### src/rtl/dtmf_pkg.sv
package dtmf_pkg;

    typedef enum logic [2:0] {
        ST_IDLE,
        ST_QUALIFY,
        ST_SETTLE,
        ST_HOLD,
        ST_RELEASE
    } steer_state_t;

    // Nominal frequency of one band entry; index order is fixed by the key layout.
    function automatic int unsigned group_hz(input bit high, input logic [1:0] idx);
        int unsigned f;
        if (!high) begin
            unique case (idx)
                2'd0: f = 697;
                2'd1: f = 770;
                2'd2: f = 852;
                default: f = 941;
            endcase
        end else begin
            unique case (idx)
                2'd0: f = 1209;
                2'd1: f = 1336;
                2'd2: f = 1477;
                default: f = 1633;
            endcase
        end
        return f;
    endfunction

    // True when a measured period lies within nominal +/- nominal/40.
    function automatic bit in_window(input int unsigned clk_hz, input int unsigned f,
                                     input int unsigned meas);
        int unsigned nom;
        int unsigned tol;
        nom = clk_hz / f;
        tol = nom / 40;
        return (meas >= nom - tol) && (meas <= nom + tol);
    endfunction

endpackage

### src/rtl/dtmf_tone_meter.sv
module dtmf_tone_meter
    import dtmf_pkg::*;
#(
    parameter int unsigned CLK_HZ     = 3579545,
    parameter bit          HIGH_GROUP = 1'b0,
    parameter int unsigned MIN_RUN    = 4
) (
    input  logic       clk,
    input  logic       rst_n,
    input  logic       tone_in,
    input  logic       block_top,
    output logic       tone_ok,
    output logic [1:0] tone_sel
);
    localparam int unsigned LONGEST = CLK_HZ / group_hz(HIGH_GROUP, 2'd0);
    localparam int unsigned CNT_MAX = LONGEST + LONGEST / 40 + 2;
    localparam int unsigned CW      = $clog2(CNT_MAX + 1);
    localparam int unsigned RW      = $clog2(MIN_RUN + 1);

    logic [2:0]    sync_q;
    logic          rise;
    logic [CW-1:0] cnt_q;
    logic [RW-1:0] run_q;
    logic [1:0]    sel_q;
    logic          hit;
    logic [1:0]    hit_sel;

    assign rise = sync_q[1] & ~sync_q[2];

    always_ff @(posedge clk) begin
        if (!rst_n) sync_q <= '0;
        else        sync_q <= {sync_q[1:0], tone_in};
    end

    // Compare the period just ended against every window of this band.
    always_comb begin
        hit     = 1'b0;
        hit_sel = 2'd0;
        for (int k = 0; k < 4; k++) begin
            if (in_window(CLK_HZ, group_hz(HIGH_GROUP, 2'(k)), 32'(cnt_q))) begin
                hit     = 1'b1;
                hit_sel = 2'(k);
            end
        end
        if (block_top && hit_sel == 2'd3) hit = 1'b0;
    end

    always_ff @(posedge clk) begin
        if (!rst_n) begin
            cnt_q <= CW'(CNT_MAX);
            run_q <= '0;
            sel_q <= 2'd0;
        end else if (rise) begin
            cnt_q <= CW'(1);
            if (hit) begin
                if (run_q != '0 && hit_sel == sel_q) begin
                    if (run_q != RW'(MIN_RUN)) run_q <= run_q + RW'(1);
                end else begin
                    run_q <= RW'(1);
                    sel_q <= hit_sel;
                end
            end else begin
                run_q <= '0;
            end
        end else if (cnt_q != CW'(CNT_MAX)) begin
            cnt_q <= cnt_q + CW'(1);
        end else begin
            run_q <= '0;
        end
    end

    assign tone_ok  = (run_q == RW'(MIN_RUN)) && !(block_top && sel_q == 2'd3);
    assign tone_sel = sel_q;

endmodule

### src/rtl/dtmf_key_map.sv
module dtmf_key_map (
    input  logic [1:0] row,
    input  logic [1:0] col,
    output logic [3:0] code
);
    always_comb begin
        if (col == 2'd3) begin
            code = (row == 2'd3) ? 4'd0 : 4'd13 + {2'b00, row};
        end else if (row == 2'd3) begin
            unique case (col)
                2'd0:    code = 4'd11;
                2'd1:    code = 4'd10;
                default: code = 4'd12;
            endcase
        end else begin
            code = 4'({2'b00, row} * 4'd3) + {2'b00, col} + 4'd1;
        end
    end
endmodule

### src/rtl/dtmf_steer_fsm.sv
module dtmf_steer_fsm
    import dtmf_pkg::*;
#(
    parameter int unsigned GUARD_CYC  = 143182,
    parameter int unsigned SETTLE_CYC = 36
) (
    input  logic       clk,
    input  logic       rst_n,
    input  logic       est_in,
    input  logic [3:0] pair_code,
    output logic [3:0] code_q,
    output logic       dsteer
);
    localparam int unsigned TMAX = (GUARD_CYC > SETTLE_CYC) ? GUARD_CYC : SETTLE_CYC;
    localparam int unsigned TW   = $clog2(TMAX + 1);

    steer_state_t  state_q, state_d;
    logic [TW-1:0] timer_q, timer_d;
    logic          load;

    always_ff @(posedge clk) begin
        if (!rst_n) begin
            state_q <= ST_IDLE;
            timer_q <= '0;
            code_q  <= 4'd0;
        end else begin
            state_q <= state_d;
            timer_q <= timer_d;
            if (load) code_q <= pair_code;
        end
    end

    always_comb begin
        state_d = state_q;
        timer_d = timer_q + TW'(1);
        load    = 1'b0;
        unique case (state_q)
            ST_IDLE: begin
                timer_d = '0;
                if (est_in) state_d = ST_QUALIFY;
            end
            ST_QUALIFY: begin
                if (!est_in) begin
                    state_d = ST_IDLE;
                    timer_d = '0;
                end else if (timer_q == TW'(GUARD_CYC - 1)) begin
                    state_d = ST_SETTLE;
                    timer_d = '0;
                    load    = 1'b1;
                end
            end
            ST_SETTLE: begin
                if (!est_in) begin
                    state_d = ST_IDLE;
                    timer_d = '0;
                end else if (timer_q == TW'(SETTLE_CYC - 1)) begin
                    state_d = ST_HOLD;
                    timer_d = '0;
                end
            end
            ST_HOLD: begin
                timer_d = '0;
                if (!est_in) state_d = ST_RELEASE;
            end
            ST_RELEASE: begin
                if (est_in) begin
                    state_d = ST_HOLD;
                    timer_d = '0;
                end else if (timer_q == TW'(GUARD_CYC - 1)) begin
                    state_d = ST_IDLE;
                    timer_d = '0;
                end
            end
            default: begin
                state_d = ST_IDLE;
                timer_d = '0;
            end
        endcase
    end

    always_comb begin
        unique case (state_q)
            ST_HOLD, ST_RELEASE: dsteer = 1'b1;
            default:             dsteer = 1'b0;
        endcase
    end

endmodule

### src/rtl/dtmf_decoder.sv
module dtmf_decoder #(
    parameter int unsigned CLK_HZ     = 3579545,
    parameter int unsigned MIN_RUN    = 4,
    parameter int unsigned GUARD_CYC  = 143182,
    parameter int unsigned SETTLE_CYC = 36
) (
    input  logic       clk,
    input  logic       rst_n,
    input  logic       tone_low,
    input  logic       tone_high,
    input  logic       inhibit,
    input  logic       out_en,
    output logic       esteer,
    output logic       dsteer,
    output logic [3:0] key_out,
    output logic       key_drive
);
    logic       grp_ok  [2];
    logic [1:0] grp_sel [2];
    logic [1:0] hi_idx;
    logic [3:0] pair_code;
    logic [3:0] latched;
    logic       esteer_q;

    for (genvar g = 0; g < 2; g++) begin : g_band
        dtmf_tone_meter #(
            .CLK_HZ    (CLK_HZ),
            .HIGH_GROUP(g == 1),
            .MIN_RUN   (MIN_RUN)
        ) u_meter (
            .clk      (clk),
            .rst_n    (rst_n),
            .tone_in  ((g == 0) ? tone_low : tone_high),
            .block_top((g == 0) ? 1'b0 : inhibit),
            .tone_ok  (grp_ok[g]),
            .tone_sel (grp_sel[g])
        );
    end

    assign hi_idx = grp_sel[1];

    always_ff @(posedge clk) begin
        if (!rst_n) esteer_q <= 1'b0;
        else        esteer_q <= grp_ok[0] & grp_ok[1];
    end

    dtmf_key_map u_map (
        .row (grp_sel[0]),
        .col (grp_sel[1]),
        .code(pair_code)
    );

    dtmf_steer_fsm #(
        .GUARD_CYC (GUARD_CYC),
        .SETTLE_CYC(SETTLE_CYC)
    ) u_fsm (
        .clk      (clk),
        .rst_n    (rst_n),
        .est_in   (esteer_q),
        .pair_code(pair_code),
        .code_q   (latched),
        .dsteer   (dsteer)
    );

    assign esteer    = esteer_q;
    assign key_out   = out_en ? latched : 4'd0;
    assign key_drive = out_en;

endmodule

### config.mk
export PLATFORM = sky130hd
export DESIGN_NAME = dtmf_decoder
export DESIGN_NICKNAME = d
export VERILOG_FILES = /design/src/rtl/dtmf_pkg.sv /design/src/rtl/dtmf_tone_meter.sv /design/src/rtl/dtmf_key_map.sv /design/src/rtl/dtmf_steer_fsm.sv /design/src/rtl/dtmf_decoder.sv
export SDC_FILE = /design/constraint.sdc
export NUM_CORES = 1
export LEC_CHECK = 0
export BUFFER_PORTS_ARGS = -buffer_cell sky130_fd_sc_hd__buf_2
export CELL_PAD_IN_SITES_DETAIL_PLACEMENT = 1
export CELL_PAD_IN_SITES_GLOBAL_PLACEMENT = 2
export CORE_ASPECT_RATIO = 1.75
export CORE_MARGIN = 1.5
export CORE_UTILIZATION = 41
export DETAILED_ROUTE_END_ITERATION = 16
export MAX_ROUTING_LAYER = met4
export PLACE_DENSITY = 0.9
export SYNTH_ARGS = -nofsm -noshare
export SYNTH_HDL_FRONTEND = slang
export SYNTH_SLANG_ARGS = --single-unit
### constraint.sdc
create_clock -name clk -period 5.3 [get_ports clk]
set_input_delay 0.265 -clock clk [delete_from_list [all_inputs] [get_ports clk]]
set_output_delay 0.265 -clock clk [all_outputs]
set_load 0.02 [all_outputs]
==> results of run 1 <==
-- stage by stage --
step                      setup slack [ns]  utilization  area (um^2)
after global placement                2.50        0.430         4040
after detailed placement              2.42        0.430         4040
final                                 2.44        0.463         4360
after global routing                  2.24        0.463         4360
after CTS                             2.38        0.463         4360
after floorplan                       2.90            -         3970
-- kinds of logic (layout without fill, tap and decap cells) --
family,count (synthesis),in the layout
multiplexers,4,4
buffers and inverters,50,51
AND/OR/NAND/NOR,213,213
flip-flops,67,67
adder cells (fa/ha/maj),20,20
XOR/XNOR,41,41
AO/OA/AOI/OAI,93,93
-- layout by cell type, fill, tap and decap left out, types with 3 or more instances in the layout --
| cell type | count |
|---|---|
| nor2_1 | 59 |
| xnor2_1 | 22 |
| a2111oi_0 | 3 |
| o21ai_0 | 24 |
| or2_2 | 3 |
| nor3_1 | 16 |
| dfxtp_1 | 67 |
| clkbuf_8 | 3 |
| a311oi_1 | 5 |
| nand3b_1 | 4 |
| nor2b_1 | 6 |
| clkbuf_16 | 9 |
| nor4_1 | 4 |
| nand2_1 | 43 |
| a21oi_1 | 18 |
| nand3_1 | 18 |
| inv_1 | 22 |
| nand4_1 | 12 |
| a31oi_1 | 9 |
| and2_1 | 13 |
| nand2b_1 | 10 |
| or4_1 | 4 |
| ha_1 | 18 |
| xor2_1 | 19 |
| mux2i_1 | 4 |
| a211oi_1 | 5 |
| and3_1 | 6 |
| buf_2 | 12 |
-- worst max-delay path by stage --
| stage | start | to | cells after the start |
|---|---|---|---|
| 2_1_floorplan | g_band[0].u_meter.cnt_q[0] | g_band[0].u_meter.run_q[2] | 10 |
| 3_3_place_gp | g_band[1].u_meter.cnt_q[1] | g_band[1].u_meter.run_q[1] | 8 |
| 4_1_cts | g_band[1].u_meter.cnt_q[1] | g_band[1].u_meter.run_q[1] | 8 |
| 3_5_place_dp | g_band[1].u_meter.cnt_q[1] | g_band[1].u_meter.run_q[1] | 8 |
| 6_report | g_band[1].u_meter.cnt_q[1] | g_band[1].u_meter.run_q[1] | 8 |
| 5_1_grt | g_band[1].u_meter.cnt_q[2] | g_band[1].u_meter.run_q[1] | 7 |
-- Yosys cell counts (all sizes together) (6+ instances only) --
master | number | area share
clkbuf | 13 | 0.012
dfxtp | 67 | 0.34
nand2b | 10 | 0.016
nand3 | 18 | 0.023
buf | 15 | 0.024
nand2 | 43 | 0.041
xor2 | 19 | 0.042
and3 | 6 | 0.0095
a31oi | 9 | 0.014
nand4 | 12 | 0.019
ha | 18 | 0.057
nor2b | 6 | 0.0095
nor2 | 59 | 0.056
a21oi | 18 | 0.023
inv | 22 | 0.021
nor3 | 16 | 0.020
a211oi | 7 | 0.016
o21ai | 24 | 0.030
and2 | 13 | 0.021
xnor2 | 22 | 0.049
-- power by group --
| group | internal (uW) | leakage [uW] | switching (uW) |
|---|---|---|---|
| Clock | 401 | 0.000155 | 223 |
| Sequential | 540 | 0.000544 | 71.5 |
| Combinational | 131 | 0.000942 | 174 |
| Total | 1070 | 0.00164 | 468 |
-- layout make-up --
class                   count  area (um^2)
fillers                  1194         5050
multi-input cells         371         2400
flip-flops and latches     67         1340
clock buffers              12          267
well taps                 122          153
inverters                  22         82.6
repair buffers             13         67.6
clock inverters             4         47.5
-- critical path: stages (launching register included) --
cell	delay, ns
dfxtp_1	0.50
ha_1	0.22
nand3b_1	0.11
a21oi_1	0.09
a2111oi_0	0.60
nand2b_1	0.11
a41oi_1	0.63
a41oi_1	0.20
o32ai_1	0.28
-- state kept, by name (all words and copies together) (netlist names) --
| signal | flops |
|---|---|
| u_fsm.state_q | 3 |
| esteer | 1 |
| g_band.u_meter.cnt_q | 25 |
| g_band.u_meter.tone_sel | 4 |
| u_fsm.code_q | 4 |
| g_band.u_meter.sync_q | 6 |
| g_band.u_meter.run_q | 6 |
| u_fsm.timer_q | 18 |
-- metal layers --
layer	wire length, um	vias up	GRT usage
met5	0	-	-
li1	-	1702	-
met4	372	0	0.111
met2	5760	41	0.410
met1	3700	1715	0.194
met3	215	28	0.0390
==> results_tabular.tex, run 1 <==
\begin{tabular}{lr}
\hline
Metric & Value \\
\hline
\multicolumn{2}{l}{\textbf{Yosys}} \\
\quad Library cells used by synthesis & 64 \\
\quad Warnings, synthesis & 0 \\
\quad Seq cells post-synth & 67 \\
\quad Area fraction in compound gates after synthesis & 0.164 \\
\quad Number of flops mapped to enable cells by yosys & 0 \\
\quad Synth async-reset ratio & 0 \\
\quad Post-synthesis mux area share & 0.0101 \\
\quad Adder-Cell Fraction of Synth Area & 0.0669 \\
\quad Post-synthesis xor/xnor area fraction & 0.0905 \\
\quad Part of the Yosys area used for sequential elements & 0.338 \\
\quad Simple-gate share of the synthesized area & 0.273 \\
\quad Largest family of logic cells by synthesized area & simple AND/OR/NAND/NOR gates \\
\quad Post-Synthesis Net Count & 514 \\
\quad Synth Area per Inst & 8.13 um\^{}2 \\
\quad Post-synthesis instance total & roughly 490 \\
\quad Post-synthesis instance area & roughly 4000 um\^{}2 \\
\quad Dominant synthesized flop cell & dfxtp\_1 \\
\multicolumn{2}{l}{\textbf{Clocking}} \\
\quad Total setup buffers inserted after CTS & 0 \\
\quad Clock edge transition at the registers on the reported setup and hold paths & 0.06 ns \\
\quad Cts bufs inserted & 9 \\
\quad TritonCTS clock tree & yes \\
\quad Clock tree root buffer cell & clkbuf\_16 \\
\quad Quantity of hold-fixing buffers added after cts & 0 \\
\quad Number of H-tree branching levels & 3 \\
\quad Resize count post-CTS & 0 \\
\quad Clock latency reported for the late side of the worst-skew pair & 0.34 ns \\
\quad Number of buffers on the longest clock path & 2 \\
\quad TritonCTS Sinks & 67 \\
\multicolumn{2}{l}{\textbf{Timing}} \\
\quad Remaining max-slew budget at the tightest pin & 0.529 \\
\quad Fraction of the cycle the final worst path needs & 0.539 \\
\quad Final clock skew & between 0.005 and 0.006 ns \\
\quad Accumulated negative setup slack & 0 ns \\
\quad Count of endpoints failing hold in the final timing report & 0 \\
\quad Fmax & 0.350 GHz \\
\quad RSZ-0062 raised after global routing & no \\
\quad Final setup violation count & 0 \\
\quad Pin slew with the least headroom to its limit & 0.697 ns \\
\quad Post-layout min period & 2.86 ns \\
\quad Max-slew violation total from the final report & 0 \\
\quad Final worst hold slack & 0.140 ns \\
\multicolumn{2}{l}{\textbf{Setup path}} \\
\quad Required arrival time at the worst endpoint & $\sim$5.5 ns \\
\quad Critical Path Sink Type & register \\
\quad Setup slack of the worst register-to-register path & roughly 2.4 ns \\
\quad Crit Path Max Fanout & 9 \\
\quad Endpoint of the worst-slack reg-to-reg timing path & g\_band[1].u\_meter.run\_q[1] \\
\quad Cell depth of the worst flop-to-flop path & 8 \\
\quad Type of element launching the critical path & register \\
\quad Critical register-to-register path startpoint & g\_band[1].u\_meter.cnt\_q[1] \\
\quad Arrival time at the worst endpoint & 3.09 ns \\
\quad Critical path class & reg2reg \\
\multicolumn{2}{l}{\textbf{Pwr}} \\
\quad Leak & 0.00164 uW \\
\quad Overall power after layout & between 1500 and 2000 uW \\
\quad Power density over the cells & 354 nW/um\^{}2 \\
\quad Peak VDD IR & 0.220 mV \\
\multicolumn{2}{l}{\textbf{Floorplanning}} \\
\quad Placeable core region & 9410 um\^{}2 \\
\quad Initial core utilization & 0.422 \\
\quad Die area & slightly above 10,000 um\^{}2 \\
\quad Number of top-level pins & 13 \\
\quad Standard-cell rows & 47 \\
\quad Die extent in x & 77.4 um \\
\quad Die extent in y & 133 um \\
\multicolumn{2}{l}{\textbf{Worst hold path}} \\
\quad Startpoint of the tightest hold check path & tone\_low \\
\quad Cell count of the worst hold path & 2 \\
\quad Hold Crit Endpoint & g\_band[0].u\_meter.sync\_q[0] \\
\quad Hold crit path type & in2reg \\
\multicolumn{2}{l}{\textbf{Finish}} \\
\quad Final \#Nets & between 500 and 600 \\
\quad Count of inserted antenna diode cells & 0 \\
\quad Fraction of final layout cells sized beyond drive strength 1 & 0.0879 \\
\quad Count of placed standard cells in the final layout, fillers left out & 611 \\
\quad Syn-to-layout area delta & 9.81\% \\
\multicolumn{2}{l}{\textbf{Detailed routing}} \\
\quad Total Routed Length & 10.0 mm \\
\quad Routed length per instance & 16.4 um \\
\quad DRC violations left & 0 \\
\quad Remaining number of nets flagged by the antenna check after routing & 0 \\
\quad Via count & 3,486 \\
\quad Initial detailed-routing violation count & 90 \\
\quad TritonRoute pass-1 iters & 4 \\
\quad Via density & 5.71 \\
\multicolumn{2}{l}{\textbf{Global routing}} \\
\quad Number of global-route vias before repair & 3,628 \\
\quad First-pass GRT wire length & 17.0 mm \\
\quad Overflow after GRT & 0 \\
\quad Global router's overall resource usage & 0.214 \\
\quad Maximum number of pins on one net before global-route repair & 30 \\
\quad Initial antenna violation count & 0 \\
\multicolumn{2}{l}{\textbf{Place}} \\
\quad Count of input and output buffers & 12 \\
\quad Weighted congestion reported at the end of routability-driven placement & around 0.9 \\
\quad DP HPWL & 7.59 mm \\
\quad Placed Cells incl. Taps & 595 \\
\multicolumn{2}{l}{\textbf{Outcome}} \\
\quad Outcome & completed \\
\multicolumn{2}{l}{\textbf{Run}} \\
\quad Maximum Capacitance Violations & 0 \\
\hline
\end{tabular}
Note: power is estimated with default switching activity, not from simulation.
==> run 2, diff against run 1 <==
--- a/config.mk
+++ b/config.mk
@@ -10,10 +10,10 @@
 export CELL_PAD_IN_SITES_GLOBAL_PLACEMENT = 2
 export CORE_ASPECT_RATIO = 1.75
 export CORE_MARGIN = 1.5
-export CORE_UTILIZATION = 41
+export CORE_UTILIZATION = 34
 export DETAILED_ROUTE_END_ITERATION = 16
 export MAX_ROUTING_LAYER = met4
-export PLACE_DENSITY = 0.9
+export PLACE_DENSITY = 0.8
 export SYNTH_ARGS = -nofsm -noshare
 export SYNTH_HDL_FRONTEND = slang
 export SYNTH_SLANG_ARGS = --single-unit
==> constraint.sdc (replaced) <==
create_clock -name clk -period 2.45 [get_ports clk]
set_input_delay 0.1225 -clock clk [delete_from_list [all_inputs] [get_ports clk]]
set_output_delay 0.1225 -clock clk [all_outputs]
set_load 0.02 [all_outputs]
==> results_tabular.tex, run 2 (same netlist as run 1, synthesis figures left out) <==
\begin{tabular}{lr}
\hline
Metric & Value \\
\hline
\multicolumn{2}{l}{\textbf{Detailed routing}} \\
\quad Sum of met2 wire segment lengths after detailed routing & 6.44 mm \\
\quad Remaining number of nets flagged by the antenna check after routing & 0 \\
\quad TritonRoute pass-1 iters & 4 \\
\quad Via count & 3,660 \\
\quad Initial detailed-routing violation count & 110 \\
\quad Total Routed Length & 11.2 mm \\
\quad DRC violations left & 0 \\
\quad Top sig layer & met4 \\
\quad Routed wl met3 & 168 um \\
\quad Metal1 wirelength & between 4 and 5 mm \\
\quad Routed length per instance & 16.4 um \\
\quad Via density & 5.37 \\
\multicolumn{2}{l}{\textbf{Setup path}} \\
\quad Critical path class & reg2reg \\
\quad Required arrival time at the worst endpoint & 2.71 ns \\
\quad Arrival time at the worst endpoint & 2.78 ns \\
\quad Timing startpoint of the critical path & g\_band[0].u\_meter.cnt\_q[0] \\
\quad Setup slack of the worst register-to-register path & -0.08 ns \\
\quad Critical register-to-register path startpoint & g\_band[0].u\_meter.cnt\_q[0] \\
\quad Cell depth of the worst flop-to-flop path & 9 \\
\quad Endpoint of the worst-slack reg-to-reg timing path & g\_band[0].u\_meter.run\_q[2] \\
\quad Worst setup path endpoint & g\_band[0].u\_meter.run\_q[2] \\
\quad Crit Path Max Fanout & 4 \\
\quad Critical Path Sink Type & register \\
\quad Type of element launching the critical path & register \\
\multicolumn{2}{l}{\textbf{Timing}} \\
\quad Fraction of the cycle the final worst path needs & 1.03 \\
\quad Accumulated negative setup slack & -0.0760 ns \\
\quad Fmax & 0.396 GHz \\
\quad Post-layout min period & about 2.5 ns \\
\quad Max-slew violation total from the final report & 0 \\
\quad Worst path setup slack after routing & -0.0760 ns \\
\quad Final setup violation count & 1 \\
\quad Pin slew with the least headroom to its limit & between 0.4 and 0.5 ns \\
\quad Final clock skew & between 0.006 and 0.007 ns \\
\quad Count of endpoints failing hold in the final timing report & 0 \\
\quad RSZ-0062 raised after global routing & yes \\
\quad Remaining max-slew budget at the tightest pin & 0.683 \\
\multicolumn{2}{l}{\textbf{Global routing}} \\
\quad Global router's overall resource usage & 0.191 \\
\quad Maximum number of pins on one net before global-route repair & 25 \\
\quad Initial antenna violation count & 0 \\
\quad Overflow after GRT & 0 \\
\quad Number of global-route vias before repair & $\sim$4,000 \\
\quad First-pass GRT wire length & between 15 and 20 mm \\
\multicolumn{2}{l}{\textbf{Clocking}} \\
\quad Number of H-tree branching levels & 3 \\
\quad Clock edge transition at the registers on the reported setup and hold paths & roughly 0.06 ns \\
\quad Cts bufs inserted & 9 \\
\quad Clock tree root buffer cell & clkbuf\_16 \\
\quad TritonCTS Sinks & 67 \\
\quad Clock latency reported for the late side of the worst-skew pair & 0.33 ns \\
\quad TritonCTS clock tree & yes \\
\quad Number of buffers on the longest clock path & 2 \\
\multicolumn{2}{l}{\textbf{Place}} \\
\quad Worst slack at placement & -0.146 ns \\
\quad Weighted congestion reported at the end of routability-driven placement & 0.848 \\
\quad DP HPWL & approximately 8.5 mm \\
\quad Placed Cells incl. Taps & 658 \\
\quad Count of input and output buffers & 12 \\
\multicolumn{2}{l}{\textbf{Finish}} \\
\quad Utilization after layout & 0.425 \\
\quad Syn-to-layout area delta & 22.7\% \\
\quad Flip-flop count of the largest register, all copies and words added & 25 \\
\quad Commonest cells after routing, fill and taps aside & dfxtp\_1 (61), nor2\_1 (59), buf\_4 (54) \\
\quad Largest registers ranked by flip-flop count & g\_band.u\_meter.cnt\_q (25), u\_fsm.timer\_q (18) \\
\quad Count of placed standard cells in the final layout, fillers left out & about 680 \\
\quad Count of inserted antenna diode cells & 0 \\
\quad Register with the most flip-flops & g\_band.u\_meter.cnt\_q \\
\quad Final \#Nets & 567 \\
\quad Leading cell type in the layout, fill and taps excluded & dfxtp\_1 \\
\quad Fraction of final layout cells sized beyond drive strength 1 & 0.209 \\
\multicolumn{2}{l}{\textbf{Pwr}} \\
\quad Peak VDD IR & between 0.4 and 0.5 mV \\
\quad Leak & 0.00191 uW \\
\quad Power density over the cells & 696 nW/um\^{}2 \\
\multicolumn{2}{l}{\textbf{Floorplanning}} \\
\quad Die area & 12,300 um\^{}2 \\
\quad Die extent in y & 146 um \\
\quad Number of top-level pins & 13 \\
\quad Initial core utilization & 0.346 \\
\quad Die extent in x & roughly 85 um \\
\quad Standard-cell rows & 52 \\
\quad Placeable core region & between 10,000 and 15,000 um\^{}2 \\
\multicolumn{2}{l}{\textbf{Outcome}} \\
\quad Outcome & finished with violations \\
\quad Failing checks & negative setup slack \\
\multicolumn{2}{l}{\textbf{Run}} \\
\quad Maximum Capacitance Violations & 0 \\
\multicolumn{2}{l}{\textbf{Worst hold path}} \\
\quad Hold crit path type & in2reg \\
\hline
\end{tabular}
==> run 2: worst min path at each step <==
stage                     startpoint                     endpoint  slack, ns  depth (start not counted)
after CTS                      rst_n  g_band[0].u_meter.cnt_q[12]       0.04                          2
after floorplan              inhibit                       esteer       0.24                          1
after detailed placement    tone_low  g_band[0].u_meter.sync_q[0]       0.33                          2
after global routing           rst_n  g_band[0].u_meter.cnt_q[12]       0.07                          2
after global placement     tone_high  g_band[1].u_meter.sync_q[0]       0.33                          2
final                        inhibit                       esteer       0.04                          2
==> run 2: critical path: stages (launching register included) <==
cell	delay (ns)
dfxtp_4	0.36
buf_4	0.14
a211oi_2	0.20
o41ai_1	0.09
or4_1	0.42
a21bo_4	0.22
o41ai_2	0.09
or4_4	0.55
a31o_1	0.21
a211oi_2	0.17
==> run 2: stage by stage <==
step / total power (uW) / cell area, um^2 / hold WS [ns]
after floorplan: 1830 / 3970 / 0.237
after global placement: 2130 / 4450 / 0.330
after detailed placement: 2170 / 4450 / 0.335
after CTS: 3350 / 4750 / 0.0390
after global routing: 3570 / 4870 / 0.0663
final: 3390 / 4870 / 0.0391
==> run 2: cell type report <==
| class | instances | area, um^2 |
|---|---|---|
| Clock buffer | 13 | 240 |
| Clock inverter | 3 | 15.0 |
| Fill cell | 1402 | 6580 |
| Inverter | 22 | 82.6 |
| Multi-Input combinational cell | 371 | 2490 |
| Sequential cell | 67 | 1350 |
| Tap cell | 135 | 169 |
| Timing Repair Buffer | 70 | 517 |
==> run 2: what timing repair did <==
| item | CTS | global route |
|---|---|---|
| buffers inserted | 0 | 5 |
| pin swaps | 1 | 10 |
| resized for setup | 7 | 24 |
| hold endpoints to repair | 2 | 0 |
| setup endpoints to repair | 8 | 9 |
| hold buffers | 2 | 0 |
==> run 2: layer usage <==
layer  track usage  up-vias
li1              -     1813
met1         0.170     1783
met2         0.375       38
met3        0.0255       26
met4        0.0984        0
met5             -        -
==> run 2: report_power, final <==
group          switching, uW  leakage (uW)  internal (uW)
clock network            461      0.000127            680
logic                    517       0.00124            461
registers               91.5      0.000544           1180
total                   1070       0.00191           2320
==> run 3, diff against run 2 <==
--- a/config.mk
+++ b/config.mk
@@ -10,10 +10,11 @@
 export CELL_PAD_IN_SITES_GLOBAL_PLACEMENT = 2
 export CORE_ASPECT_RATIO = 1.75
 export CORE_MARGIN = 1.5
-export CORE_UTILIZATION = 34
+export CORE_UTILIZATION = 41
 export DETAILED_ROUTE_END_ITERATION = 16
+export HOLD_SLACK_MARGIN = 0.06
 export MAX_ROUTING_LAYER = met4
-export PLACE_DENSITY = 0.8
+export PLACE_DENSITY = 0.9
 export SYNTH_ARGS = -nofsm -noshare
 export SYNTH_HDL_FRONTEND = slang
 export SYNTH_SLANG_ARGS = --single-unit
==> constraint.sdc (replaced) <==
create_clock -name clk -period 3.1 [get_ports clk]
set_input_delay 0.155 -clock clk [delete_from_list [all_inputs] [get_ports clk]]
set_output_delay 0.155 -clock clk [all_outputs]
set_load 0.02 [all_outputs]
==> results_tabular.tex, run 3 (same netlist as run 1, synthesis figures left out) <==
\begin{tabular}{lr}
\hline
Metric & Value \\
\hline
\multicolumn{2}{l}{\textbf{Timing}} \\
\quad Accumulated negative setup slack & 0 ns \\
\quad Count of endpoints failing hold in the final timing report & 0 \\
\quad Fraction of the cycle the final worst path needs & 0.880 \\
\quad Final clock skew & $\sim$0.0044 ns \\
\quad Fmax & 0.366 GHz \\
\quad RSZ-0062 raised after global routing & no \\
\quad Max-slew violation total from the final report & 0 \\
\quad Remaining max-slew budget at the tightest pin & 0.583 \\
\quad Pin slew with the least headroom to its limit & 0.610 ns \\
\quad Worst path setup slack after routing & between 0.3 and 0.4 ns \\
\quad Post-layout min period & approximately 2.7 ns \\
\quad Final setup violation count & 0 \\
\multicolumn{2}{l}{\textbf{Place}} \\
\quad Weighted congestion reported at the end of routability-driven placement & 0.974 \\
\quad Count of input and output buffers & 12 \\
\quad DP HPWL & 7.67 mm \\
\quad Post-DP Area & 4060 um\^{}2 \\
\quad Worst slack at placement & between 0.2 and 0.3 ns \\
\multicolumn{2}{l}{\textbf{Floorplanning}} \\
\quad Standard-cell rows & 47 \\
\quad Die extent in y & 133 um \\
\quad Number of top-level pins & 13 \\
\quad Initial core utilization & 0.422 \\
\quad Die extent in x & around 77 um \\
\quad Placeable core region & 9410 um\^{}2 \\
\quad Die area & between 10,000 and 15,000 um\^{}2 \\
\multicolumn{2}{l}{\textbf{Detailed routing}} \\
\quad TritonRoute pass-1 iters & 5 \\
\quad Remaining number of nets flagged by the antenna check after routing & 0 \\
\quad Via density & 5.70 \\
\quad Initial detailed-routing violation count & 126 \\
\quad DRC violations left & 0 \\
\quad Total Routed Length & $\sim$10 mm \\
\quad Routed length per instance & 17.0 um \\
\quad Via count & 3,497 \\
\multicolumn{2}{l}{\textbf{Global routing}} \\
\quad Initial antenna violation count & 0 \\
\quad Overflow after GRT & 0 \\
\quad First-pass GRT wire length & 17.8 mm \\
\quad Number of global-route vias before repair & $\sim$3,700 \\
\quad Global router's overall resource usage & 0.223 \\
\quad Maximum number of pins on one net before global-route repair & 29 \\
\multicolumn{2}{l}{\textbf{Finish}} \\
\quad Count of inserted antenna diode cells & 0 \\
\quad Flip-flop count of the largest register, all copies and words added & 25 \\
\quad Register with the most flip-flops & g\_band.u\_meter.cnt\_q \\
\quad Commonest cells after routing, fill and taps aside & dfxtp\_1 (67), nor2\_1 (59), nand2\_1 (43) \\
\quad Fraction of final layout cells sized beyond drive strength 1 & 0.0894 \\
\quad Total area of multi-input combinational cells & 2400 um\^{}2 \\
\quad Leading cell type in the layout, fill and taps excluded & dfxtp\_1 \\
\quad Final \#Nets & between 500 and 600 \\
\quad Register area & 1340 um\^{}2 \\
\quad Fillcell total & 1,154 \\
\quad Largest registers ranked by flip-flop count & g\_band.u\_meter.cnt\_q (25), u\_fsm.timer\_q (18) \\
\quad Syn-to-layout area delta & 11.1\% \\
\quad Final design instance area without fill & 4410 um\^{}2 \\
\multicolumn{2}{l}{\textbf{Clocking}} \\
\quad Clock latency reported for the late side of the worst-skew pair & between 0.3 and 0.4 ns \\
\quad Clock edge transition at the registers on the reported setup and hold paths & 0.05 ns \\
\quad Number of H-tree branching levels & 3 \\
\quad TritonCTS clock tree & yes \\
\quad Total setup buffers inserted after CTS & 0 \\
\quad Clock tree root buffer cell & clkbuf\_16 \\
\quad Number of buffers on the longest clock path & 2 \\
\quad Cts bufs inserted & 9 \\
\quad TritonCTS Sinks & 67 \\
\multicolumn{2}{l}{\textbf{Setup path}} \\
\quad Critical path class & reg2reg \\
\quad Family of cells with the greatest summed delay on the critical path & compound AO/OA/AOI/OAI gates \\
\quad Worst path buffer plus inverter count & 0 \\
\quad Number of cells on the critical path & 7 \\
\quad Arrival time at the worst endpoint & roughly 3.0 ns \\
\quad Cell depth of the worst flop-to-flop path & 7 \\
\quad Required arrival time at the worst endpoint & 3.32 ns \\
\quad Type of element launching the critical path & register \\
\quad Crit Path Max Fanout & 12 \\
\quad Critical Path Sink Type & register \\
\quad Largest stage delay, worst path & 0.64 ns \\
\quad Crit-path cells & o211a\_1, o21ai\_0, a2111oi\_0, nand2b\_1, a41oi\_2, a41oi\_1, o32ai\_1 \\
\quad Worst path slowest cell & a2111oi\_0 \\
\multicolumn{2}{l}{\textbf{Pwr}} \\
\quad Leak & 0.00166 uW \\
\quad Peak VDD IR & about 0.35 mV \\
\quad Power density over the cells & 608 nW/um\^{}2 \\
\multicolumn{2}{l}{\textbf{Worst hold path}} \\
\quad Hold crit path type & in2reg \\
\quad Cell count of the worst hold path & 2 \\
\multicolumn{2}{l}{\textbf{Outcome}} \\
\quad Outcome & completed \\
\multicolumn{2}{l}{\textbf{Run}} \\
\quad Maximum Capacitance Violations & 0 \\
\hline
\end{tabular}
[run 3: power by group]
group | leakage (uW) | switching (uW) | total, uW | internal [uW]
clock | 0.000155 | 363 | 1100 | 739
sequential | 0.000544 | 123 | 1050 | 923
combinational | 0.000965 | 304 | 530 | 226
total | 0.00166 | 789 | 2680 | 1890
[run 3: per-layer routing]
layer	wire length, um	track usage
met1	3900	0.212
met3	173	0.0336
met4	290	0.0929
met2	6100	0.434
met5	0	-
[run 3: area by class of cell]
class	count	area share
flip-flops and latches	67	0.304
clock inverters	2	0.0136
inverters	22	0.0187
well taps	122	0.0346
repair buffers	18	0.0250
clock buffers	12	0.0582
multi-input cells	371	0.546
[run 3: repair_timing]
item | 4_1_cts | 5_1_grt
resized for setup | 0 | 1
setup endpoints to repair | 0 | 1
endpoints found under the hold margin | 2 | 0
hold buffers | 2 | 0
[run 3: worst paths after layout]
path | slack, ns | from | end
setup / recovery | 0.37 | g_band[1].u_meter.cnt_q[2] | g_band[1].u_meter.run_q[1]
hold / removal | 0.08 | inhibit | esteer
setup reg to reg | 0.37 | g_band[1].u_meter.cnt_q[2] | g_band[1].u_meter.run_q[1]
hold reg to reg | 0.44 | g_band[0].u_meter.sync_q[0] | g_band[0].u_meter.sync_q[1]
[run 3: per-stage QoR]
step | hold WS [ns] | cells | utilization | total power (uW)
global route | 0.0837 | 614 | 0.468 | 2820
detailed placement | 0.371 | 598 | 0.432 | 1580
CTS | 0.0643 | 614 | 0.468 | 2700
floorplan | 0.270 | 488 | - | 1450
global placement | 0.368 | 598 | 0.432 | 1560
finish | 0.0799 | 614 | 0.468 | 2680
